`src/rtl/burst_pkg.sv`:
```
package burst_pkg;

    typedef enum logic [1:0] {
        ST_IDLE = 2'd0,
        ST_BEAT = 2'd1,
        ST_GAP  = 2'd2
    } burst_state_e;

    typedef struct packed {
        logic valid;
        logic ack;
    } beat_ctl_t;

    function automatic int unsigned clamp_len(int unsigned req,
                                              int unsigned lo,
                                              int unsigned hi);
        if (req < lo) return lo;
        if (req > hi) return hi;
        return req;
    endfunction

endpackage

```
`src/rtl/burst_len_sel.sv`:
```
module burst_len_sel #(
    parameter int LEN_W   = 3,
    parameter int CNT_W   = 3,
    parameter int MIN_LEN = 2,
    parameter int MAX_LEN = 4
) (
    input  logic [LEN_W-1:0] len_i,
    output logic [CNT_W-1:0] len_o
);
    import burst_pkg::*;

    always_comb begin
        len_o = CNT_W'(clamp_len(int'(unsigned'(len_i)), MIN_LEN, MAX_LEN));
    end

endmodule

```
`src/rtl/burst_word_hold.sv`:
```
module burst_word_hold #(
    parameter int DATA_W = 16
) (
    input  logic              clk,
    input  logic              rst,
    input  logic              load_i,
    input  logic [DATA_W-1:0] d_i,
    output logic [DATA_W-1:0] q_o
);
    logic [DATA_W-1:0] word_q;

    always_ff @(posedge clk) begin
        if (rst) begin
            word_q <= '0;
        end else if (load_i) begin
            word_q <= d_i;
        end
    end

    assign q_o = word_q;

endmodule

```
`src/rtl/burst_seq.sv`:
```
module burst_seq #(
    parameter int CNT_W   = 3,
    parameter int MIN_LEN = 2,
    parameter int MAX_LEN = 4
) (
    input  logic                 clk,
    input  logic                 rst,
    input  logic                 start_i,
    input  logic [CNT_W-1:0]     len_i,
    output logic                 accept_o,
    output burst_pkg::beat_ctl_t ctl_o,
    output logic                 busy_o
);
    import burst_pkg::*;

    burst_state_e     state_q;
    beat_ctl_t        ctl_q;
    logic [CNT_W-1:0] left_q;

    assign accept_o = (state_q == ST_IDLE) && start_i;

    always_ff @(posedge clk) begin
        if (rst) begin
            state_q <= ST_IDLE;
            ctl_q   <= '0;
            left_q  <= '0;
        end else begin
            case (state_q)
                ST_IDLE: begin
                    if (start_i) begin
                        state_q   <= ST_BEAT;
                        ctl_q.valid <= 1'b1;
                        ctl_q.ack   <= 1'b0;
                        left_q    <= len_i - CNT_W'(1);
                    end
                end
                ST_BEAT: begin
                    if (left_q == '0) begin
                        state_q <= ST_GAP;
                        ctl_q   <= '0;
                    end else begin
                        left_q    <= left_q - CNT_W'(1);
                        ctl_q.ack <= (left_q == CNT_W'(1));
                    end
                end
                default: begin
                    state_q <= ST_IDLE;
                end
            endcase
        end
    end

    assign ctl_o  = ctl_q;
    assign busy_o = (state_q != ST_IDLE);

    // Checker: length of the current run of valid clocks
    logic [CNT_W:0] run_q;
    always_ff @(posedge clk) begin
        if (rst)              run_q <= '0;
        else if (ctl_q.valid) run_q <= run_q + (CNT_W+1)'(1);
        else                  run_q <= '0;
    end

    a_r1_max_run: assert property (@(posedge clk) disable iff (rst)
        ctl_q.valid |-> (run_q < (CNT_W+1)'(MAX_LEN)));
    a_r1_min_run: assert property (@(posedge clk) disable iff (rst)
        $fell(ctl_q.valid) |-> (run_q >= (CNT_W+1)'(MIN_LEN)));
    a_r5_drop_after_ack: assert property (@(posedge clk) disable iff (rst)
        $rose(ctl_q.ack) |=> !ctl_q.valid);
    a_r5_no_ack_first: assert property (@(posedge clk) disable iff (rst)
        $rose(ctl_q.valid) |-> !ctl_q.ack);
    a_r6_ack_needs_valid: assert property (@(posedge clk) disable iff (rst)
        !ctl_q.valid |-> !ctl_q.ack);
    a_r7_busy_recovery: assert property (@(posedge clk) disable iff (rst)
        $fell(ctl_q.valid) |-> busy_o);
    a_r7_busy_in_burst: assert property (@(posedge clk) disable iff (rst)
        ctl_q.valid |-> busy_o);
    a_r8_gap_two: assert property (@(posedge clk) disable iff (rst)
        $fell(ctl_q.valid) |=> !ctl_q.valid);

endmodule

```
`src/rtl/burst_xfer_gen.sv`:
```
module burst_xfer_gen #(
    parameter int DATA_W  = 16,
    parameter int LEN_W   = 3,
    parameter int MIN_LEN = 2,
    parameter int MAX_LEN = 4
) (
    input  logic              clk,
    input  logic              rst,
    input  logic              start_i,
    input  logic [LEN_W-1:0]  len_i,
    input  logic [DATA_W-1:0] data_i,
    output logic              xfer_valid_o,
    output logic [DATA_W-1:0] xfer_data_o,
    output logic              xfer_ack_o,
    output logic              busy_o
);
    import burst_pkg::*;

    localparam int CNT_W = $clog2(MAX_LEN + 1);

    logic [CNT_W-1:0] len_clamped;
    logic             accept;
    beat_ctl_t        ctl;

    burst_len_sel #(
        .LEN_W  (LEN_W),
        .CNT_W  (CNT_W),
        .MIN_LEN(MIN_LEN),
        .MAX_LEN(MAX_LEN)
    ) u_len (
        .len_i(len_i),
        .len_o(len_clamped)
    );

    burst_seq #(
        .CNT_W  (CNT_W),
        .MIN_LEN(MIN_LEN),
        .MAX_LEN(MAX_LEN)
    ) u_seq (
        .clk     (clk),
        .rst     (rst),
        .start_i (start_i),
        .len_i   (len_clamped),
        .accept_o(accept),
        .ctl_o   (ctl),
        .busy_o  (busy_o)
    );

    burst_word_hold #(
        .DATA_W(DATA_W)
    ) u_word (
        .clk   (clk),
        .rst   (rst),
        .load_i(accept),
        .d_i   (data_i),
        .q_o   (xfer_data_o)
    );

    assign xfer_valid_o = ctl.valid;
    assign xfer_ack_o   = ctl.ack;

    a_r3_data_hold: assert property (@(posedge clk) disable iff (rst)
        xfer_valid_o |=> (!xfer_valid_o || $stable(xfer_data_o)));
    a_r7_busy_ignores_start: assert property (@(posedge clk) disable iff (rst)
        (busy_o && !xfer_valid_o) |=> !xfer_valid_o);

endmodule

```
`config.mk`:
```
export PLATFORM = sky130hd
export DESIGN_NAME = burst_xfer_gen
export DESIGN_NICKNAME = d
export VERILOG_FILES = /design/src/rtl/burst_pkg.sv /design/src/rtl/burst_len_sel.sv /design/src/rtl/burst_word_hold.sv /design/src/rtl/burst_seq.sv /design/src/rtl/burst_xfer_gen.sv
export SDC_FILE = /design/constraint.sdc
export NUM_CORES = 1
export LEC_CHECK = 0
export BUFFER_PORTS_ARGS = -buffer_cell sky130_fd_sc_hd__clkbuf_2
export CAP_MARGIN = 20
export CORE_MARGIN = 4
export CORE_UTILIZATION = 46
export CTS_CLUSTER_DIAMETER = 80
export DETAILED_ROUTE_END_ITERATION = 8
export GPL_TIMING_DRIVEN = 0
export HOLD_SLACK_MARGIN = 0.08
export PLACE_DENSITY = 0.87
export SYNTH_ARGS = -nofsm -noshare
export SYNTH_HDL_FRONTEND = slang
export SYNTH_SLANG_ARGS = --single-unit
```
`constraint.sdc`:
```
create_clock -name clk -period 1.69 [get_ports clk]
set_input_delay 0.507 -clock clk [delete_from_list [all_inputs] [get_ports clk]]
set_output_delay 0.507 -clock clk [all_outputs]
set_load 0.02 [all_outputs]
```
==> impl_metrics.csv, run 1 <==
group,metric,value,unit
cells_and_area,n_antenna_cell,0,
worst_setup_path,slowest_stage,"dfxtp_2",
floorplan,ios,41,
worst_setup_path,reg2reg_to,"u_seq.left_q[0]",
yosys,syn_nets,139,
worst_setup_path,r2r_start,"u_seq.left_q[0]",
yosys,synth_top_area_share,45.77,%
timing,maxSlewViolCount,0,
cells_and_area,syn_to_final_growth,27.98,%
worst_setup_path,critPathArrivalTime,1.75,ns
timing,tightest_slew,0.5991,ns
cells_and_area,utilization,63.68,%
cells_and_area,layout.nets,185,
worst_setup_path,start_kind,"flip-flop",
power,p_leak,0.5983,nW
floorplan,core_area,2022,um2
worst_setup_path,path_class,"reg2reg",
clock_tree,root_buffer,"clkbuf_4",
timing,rsz0062_at_grt,"false",
floorplan,die_w,54.77,um
worst_setup_path,cp-end-kind,"flip-flop",
global_route,antenna_found_initial,0,
timing,whs,0.4071,ns
worst_setup_path,reg2reg_slack,0.11,ns
cells_and_area,finish.instance_area,1287,um2
global_route,grt_pass1_wl,3491,um
detailed_routing,wire_per_inst,11.59,um
yosys,synth_largest_area_cell,"dfxtp_1",
clock_tree,clkTransAtPathRegs,0.12,ns
flow_run,drv_cap,0,
place,place_ws,-0.003256,ns
place,hpwl,1707,um
timing,fmax,0.6340,GHz
clock_tree,hold_buffers,0,
place,placed_area,1240,um2
worst_hold_path,hold_depth,2,
timing,hold_viol_final,0,
detailed_routing,wl,2144,um
clock_tree,clock-sinks,23,
worst_setup_path,cpPeakStageDelay,0.37,ns
clock_tree,cts_tree,"yes",
yosys,synth_warnings,0,
power,power,1.224,mW
yosys,synth_area_leaders,"dfxtp_1 46%, nand2_1 12%, a21oi_2 8.7%, ha_1 5.0%, mux2i_1 5.0%",
yosys,yosysSeqAreaShare,45.77,%
floorplan,rows,16,
place,port_buffers,40,
timing,maxSlewHeadroom,60.06,%
clock_tree,clock_path_buffers,2,
global_route,grt.total_usage,15.93,%
power,peakVddDrop,0.6541,mV
detailed_routing,firstDrtPassIters,4,
yosys,yosysUniqueCellTypes,24,
timing,min_period,1.577,ns
clock_tree,numCtsBuffers,3,
floorplan,start_util,49.75,%
clock_tree,htree_num_levels,1,
clock_tree,clock_latency,0.30,ns
place,gp_congestion,0.6728,
worst_hold_path,min_from,"rst",
detailed_routing,drt_iter0_drc,7,
floorplan,die_area,2999,um2
floorplan,die_y,54.77,um
yosys,syn_inst,113,
detailed_routing,avgViaCountPerCell,4.892,
detailed_routing,drc,0,
timing,worst_slack,0.1127,ns
outcome,status,"completed",
worst_setup_path,worst_ep_required_time,1.87,ns
cells_and_area,layout_commonest_cell,"clkbuf_2",
worst_setup_path,crit_path_max_fanout,5,
worst_setup_path,r2r_cells,7,
detailed_routing,num_vias,905,
cells_and_area,layout_common_cells,"40 x clkbuf_2, 31 x nand2_1, 21 x dfxtp_1, 10 x a21oi_2, 8 x a21oi_1",
global_route,grt_remaining_overflow,0,
worst_hold_path,hp-class,"in2reg",
cells_and_area,drive_above_1_share,43.04,%
power,p_per_area,950.5,nW/um2
yosys,avgSynthCellArea,8.902,um2
worst_setup_path,cp_cell_sequence,"inv_1 > ha_1 > ha_2 > nand2b_4 > a21oi_4 > mux2i_1 > a21oi_1",
global_route,grt_pass1_vias,872,
detailed_routing,ant_nets,0,
yosys,yosys_register_bits,23,
timing,final.setup_skew,0.001487,ns
timing,timing.final.crit_share,93.33,%
worst_hold_path,holdPathEnd,"u_word.q_o[12]",
yosys,syn-cell-area,1006,um2
timing,setup_viol,0,
global_route,grt_max_degree,14,
[layout make-up]
type	count	area (um2)
fill	186	734.5
multi-input combinational	79	488.0
sequential	23	462.9
timing repair buffer	41	207.7
buffer	7	52.55
tap	27	33.78
clock buffer	3	22.52
inverter	4	15.01
clock inverter	1	5.005
[power breakdown]
part	switching [mW]	internal [mW]
clock	0.156	0.0881
combinational	0.196	0.157
sequential	0.0344	0.593
total	0.387	0.837
[state kept, by name, summed over array words and instances (netlist names)]
| signal | flops |
|---|---|
| u_word.q_o | 16 |
| u_seq.left_q | 3 |
| u_seq.state_q | 2 |
| u_seq.ctl_o | 2 |
[worst max path at each step]
stage,start,endpoint,cells past startpoint
after floorplan,u_seq.left_q[0],u_seq.left_q[0],7
after global placement,u_seq.left_q[0],u_seq.left_q[0],7
after detailed placement,u_seq.left_q[0],u_seq.left_q[0],7
after CTS,u_seq.left_q[0],u_seq.left_q[0],7
after global routing,u_seq.left_q[0],u_seq.left_q[1],7
final,u_seq.left_q[0],u_seq.left_q[0],7
[worst max-delay path, delay by kind of cell, from the launching register on]
family	cells	cell delay (ns)
adders and majority gates	2	0.37
AOI/OAI and AO/OA	2	0.30
and+or+nand+nor	1	0.15
DFF	1	0.37
buffers and inverters	1	0.05
muxes	1	0.21
[cells in the mapped netlist]
library cell / instances
nor3_1: 1
nor2_1: 5
buf_6: 1
and2_1: 1
buf_1: 1
inv_1: 4
buf_2: 2
buf_12: 1
ha_1: 4
clkbuf_1: 2
xnor2_1: 1
mux2i_1: 5
nand2_1: 31
a32oi_1: 1
nand2_2: 3
a21oi_4: 1
a21oi_1: 8
nor2b_1: 1
dfxtp_1: 23
nand3b_1: 2
nor2_2: 1
nand2b_1: 3
a21oi_2: 10
nand3_1: 1
[stage by stage]
step,TNS [ns],cells
floorplan,0,113
detailed placement,-0.003256,180
global placement,0,180
finish,0,185
CTS,0,184
global route,0,185
[cell families (layout without fill, tap and decap cells)]
logic type,Yosys count,in the layout,synth area share (%)
AND/OR/NAND/NOR,49,49,21.52
flip-flops,23,23,45.77
multiplexers,5,5,4.975
adder cells (fa/ha/maj),4,4,4.975
AO/OA/AOI/OAI,20,20,15.17
XOR/XNOR,1,1,0.8708
buffers and inverters,11,56,6.716
[per-layer routing]
metal  vias to the layer above  track usage [%]  share of wire, %
li1                        459                -                 -
met1                       419            17.16                41
met2                        27            29.13                51
met3                         0            4.905               8.1
met4                         0            4.979                 0
met5                         -                0                 0
[timing repair]
item | 4_1_cts | 5_1_grt
gates resized for setup | 2 | 2
buffers inserted | 0 | 1
hold endpoints to repair | 0 | 0
endpoints found under the setup margin | 1 | 3
pin swaps | 1 | 1
Power figures use the tool's default switching activity.
==> run 2: changes to the inputs <==
Settings changed: ABC_AREA set to 1, CTS_BUF_LIST set to sky130_fd_sc_hd__clkbuf_4 sky130_fd_sc_hd__clkbuf_8 sky130_fd_sc_hd__clkbuf_16.
Clock period 1.69 ns to 1.6 ns, I/O delays scaled along.
==> run 2 against run 1 <==
Against the previous run:
- synthesized area is 1.7% lower
- final cell count is 7.6% higher
- critical path depth is 4 lower
- clock-buffer cell count is 1 higher
- sequential power is 7.2% higher
- combinational power is 9.3% higher
- clock power is 11% higher
- setup slack worse by 0.0071 ns
- design area is 2.6% lower
- register-to-register slack better by 0.08 ns
- non-clock buffer count is 3 lower
- core utilization is 1.1 points lower
==> impl_metrics.csv, run 2 <==
group,metric,value,unit
clock_tree,cts_tree,"yes",
yosys,yosys-top-cells-count,"38 x nor2_1, 23 x dfxtp_1, 18 x o21ai_0, 15 x nand2_1, 8 x inv_1",
timing,fmax,0.6692,GHz
flow_run,drv_cap,0,
worst_setup_path,path_class,"reg2out",
floorplan,rows,16,
worst_setup_path,start_kind,"flip-flop",
place,dp_cells,195,
place,hpwl,1815,um
cells_and_area,n_antenna_cell,0,
outcome,status,"completed",
cells_and_area,drive_above_1_share,34.88,%
power,power,1.329,mW
timing,min_period,1.494,ns
cells_and_area,finish.instance_area,1254,um2
detailed_routing,wl,2195,um
detailed_routing,wire_per_inst,11.03,um
cells_and_area,multi_input_area,441.7,um2
detailed_routing,drt_iter0_drc,15,
global_route,grt.total_usage,16.20,%
yosys,synth_warnings,0,
timing,maxSlewHeadroom,85.52,%
detailed_routing,firstDrtPassIters,4,
floorplan,die_w,54.36,um
floorplan,die_area,2954,um2
place,gp_congestion,0.7970,
detailed_routing,num_vias,967,
place,port_buffers,40,
clock_tree,clock_latency,0.30,ns
yosys,yosysSeqAreaShare,46.58,%
timing,tightest_slew,0.2149,ns
cells_and_area,final_cells,199,
cells_and_area,fillers,187,
yosys,yosys_register_bits,23,
yosys,synth_area_leaders,"dfxtp_1 47%, nor2_1 14%, o21ai_0 9.1%, nand2_1 5.7%, ha_1 5.1%",
yosys,syn-cell-area,988.4,um2
yosys,yosysMostFrequentCell,"nor2_1",
clock_tree,cts_resized,0,
clock_tree,clkTransAtPathRegs,0.12,ns
clock_tree,numCtsBuffers,3,
yosys,synth-async-reset-ratio,0,%
cells_and_area,layout.nets,199,
clock_tree,hold_buffers,0,
clock_tree,htree_num_levels,1,
global_route,grt_pass1_wl,3415,um
detailed_routing,drc,0,
yosys,synth_top_area_share,46.58,%
timing,hold_viol_final,0,
cells_and_area,syn_to_final_growth,26.84,%
clock_tree,post_cts_buffers,0,
floorplan,die_y,54.36,um
power,p_leak,0.6452,nW
timing,final.setup_skew,0.004538,ns
yosys,synth_ff_type,"dfxtp_1",
cells_and_area,seq_area,461.7,um2
yosys,synth_largest_area_cell,"dfxtp_1",
yosys,avgSynthCellArea,7.722,um2
yosys,syn_inst,128,
yosys,yosysUniqueCellTypes,21,
global_route,grt_pass1_vias,862,
floorplan,core_area,2002,um2
cells_and_area,utilization,62.63,%
global_route,antenna_found_initial,0,
power,p_per_area,1060,nW/um2
timing,tns,0,ns
timing,rsz0062_at_grt,"false",
floorplan,start_util,49.38,%
detailed_routing,avgViaCountPerCell,4.859,
yosys,synth_edf_count,0,
timing,maxSlewViolCount,0,
worst_setup_path,cp-end-kind,"primary output",
clock_tree,clock_path_buffers,2,
cells_and_area,layout_commonest_cell,"clkbuf_2",
timing,setup_viol,0,
clock_tree,clock-sinks,23,
timing,whs,0.4053,ns
floorplan,ios,41,
worst_setup_path,worst_ep_required_time,1.12,ns
global_route,grt_remaining_overflow,0,
place,place_ws,0.1176,ns
global_route,grt_max_degree,13,
worst_setup_path,critPathArrivalTime,1.01,ns
detailed_routing,ant_nets,0,
yosys,syn_nets,154,
place,placed_area,1222,um2
worst_setup_path,crit_path_max_fanout,3,
timing,timing.final.crit_share,93.40,%
cells_and_area,layout_common_cells,"40 x clkbuf_2, 38 x nor2_1, 22 x dfxtp_1, 18 x o21ai_0, 15 x nand2_1",
power,peakVddDrop,0.5960,mV
timing,worst_slack,0.1056,ns
cells_and_area,largest_reg_flops,16,
clock_tree,root_buffer,"clkbuf_4",
worst_hold_path,hp-class,"in2reg",
## run 2: cell type report
type	count	area share, %
Tap cell	27	2.695
Inverter	12	3.792
Timing Repair Buffer	40	15.97
Clock buffer	4	2.395
Multi-Input combinational cell	88	35.23
Sequential cell	23	36.83
Buffer	5	3.094
## run 2: path summary, 6_finish.rpt
check                         from         endpoint  slack [ns]  cells past startpoint
hold reg to reg     u_seq.ctl_o[0]   u_seq.ctl_o[0]        0.48                      2
setup / recovery  u_seq.state_q[1]           busy_o        0.11                      3
setup reg to reg   u_seq.left_q[0]  u_seq.left_q[2]        0.19                      9
hold / removal                 rst  u_seq.left_q[0]        0.41                      2
## run 2: worst max-delay path, stage by stage (launching register included)
cell,delay [ns]
dfxtp_1,0.41
inv_2,0.08
nand2_1,0.07
clkbuf_2,0.16
## run 2: layer usage
metal	part of all wire (%)	GRT usage, %
met4	1.2	6.224
met3	6.7	3.542
met5	0	0
met2	54	30.88
met1	38	16.97
## run 2: kinds of logic (layout without fill, tap and decap cells)
group                      Yosys count  after routing  synth area share (%)
AOI/OAI and AO/OA                   21             21                 11.01
adders and majority gates            4              4                 5.063
buffers and inverters               17             61                 8.734
DFF                                 23             23                 46.58
and+or+nand+nor                     63             63                 28.61
## run 2: report_power, final
| part | switching, mW | internal [mW] | total [mW] |
|---|---|---|---|
| clock network | 0.157 | 0.114 | 0.271 |
| registers | 0.0350 | 0.637 | 0.672 |
| logic | 0.241 | 0.145 | 0.386 |
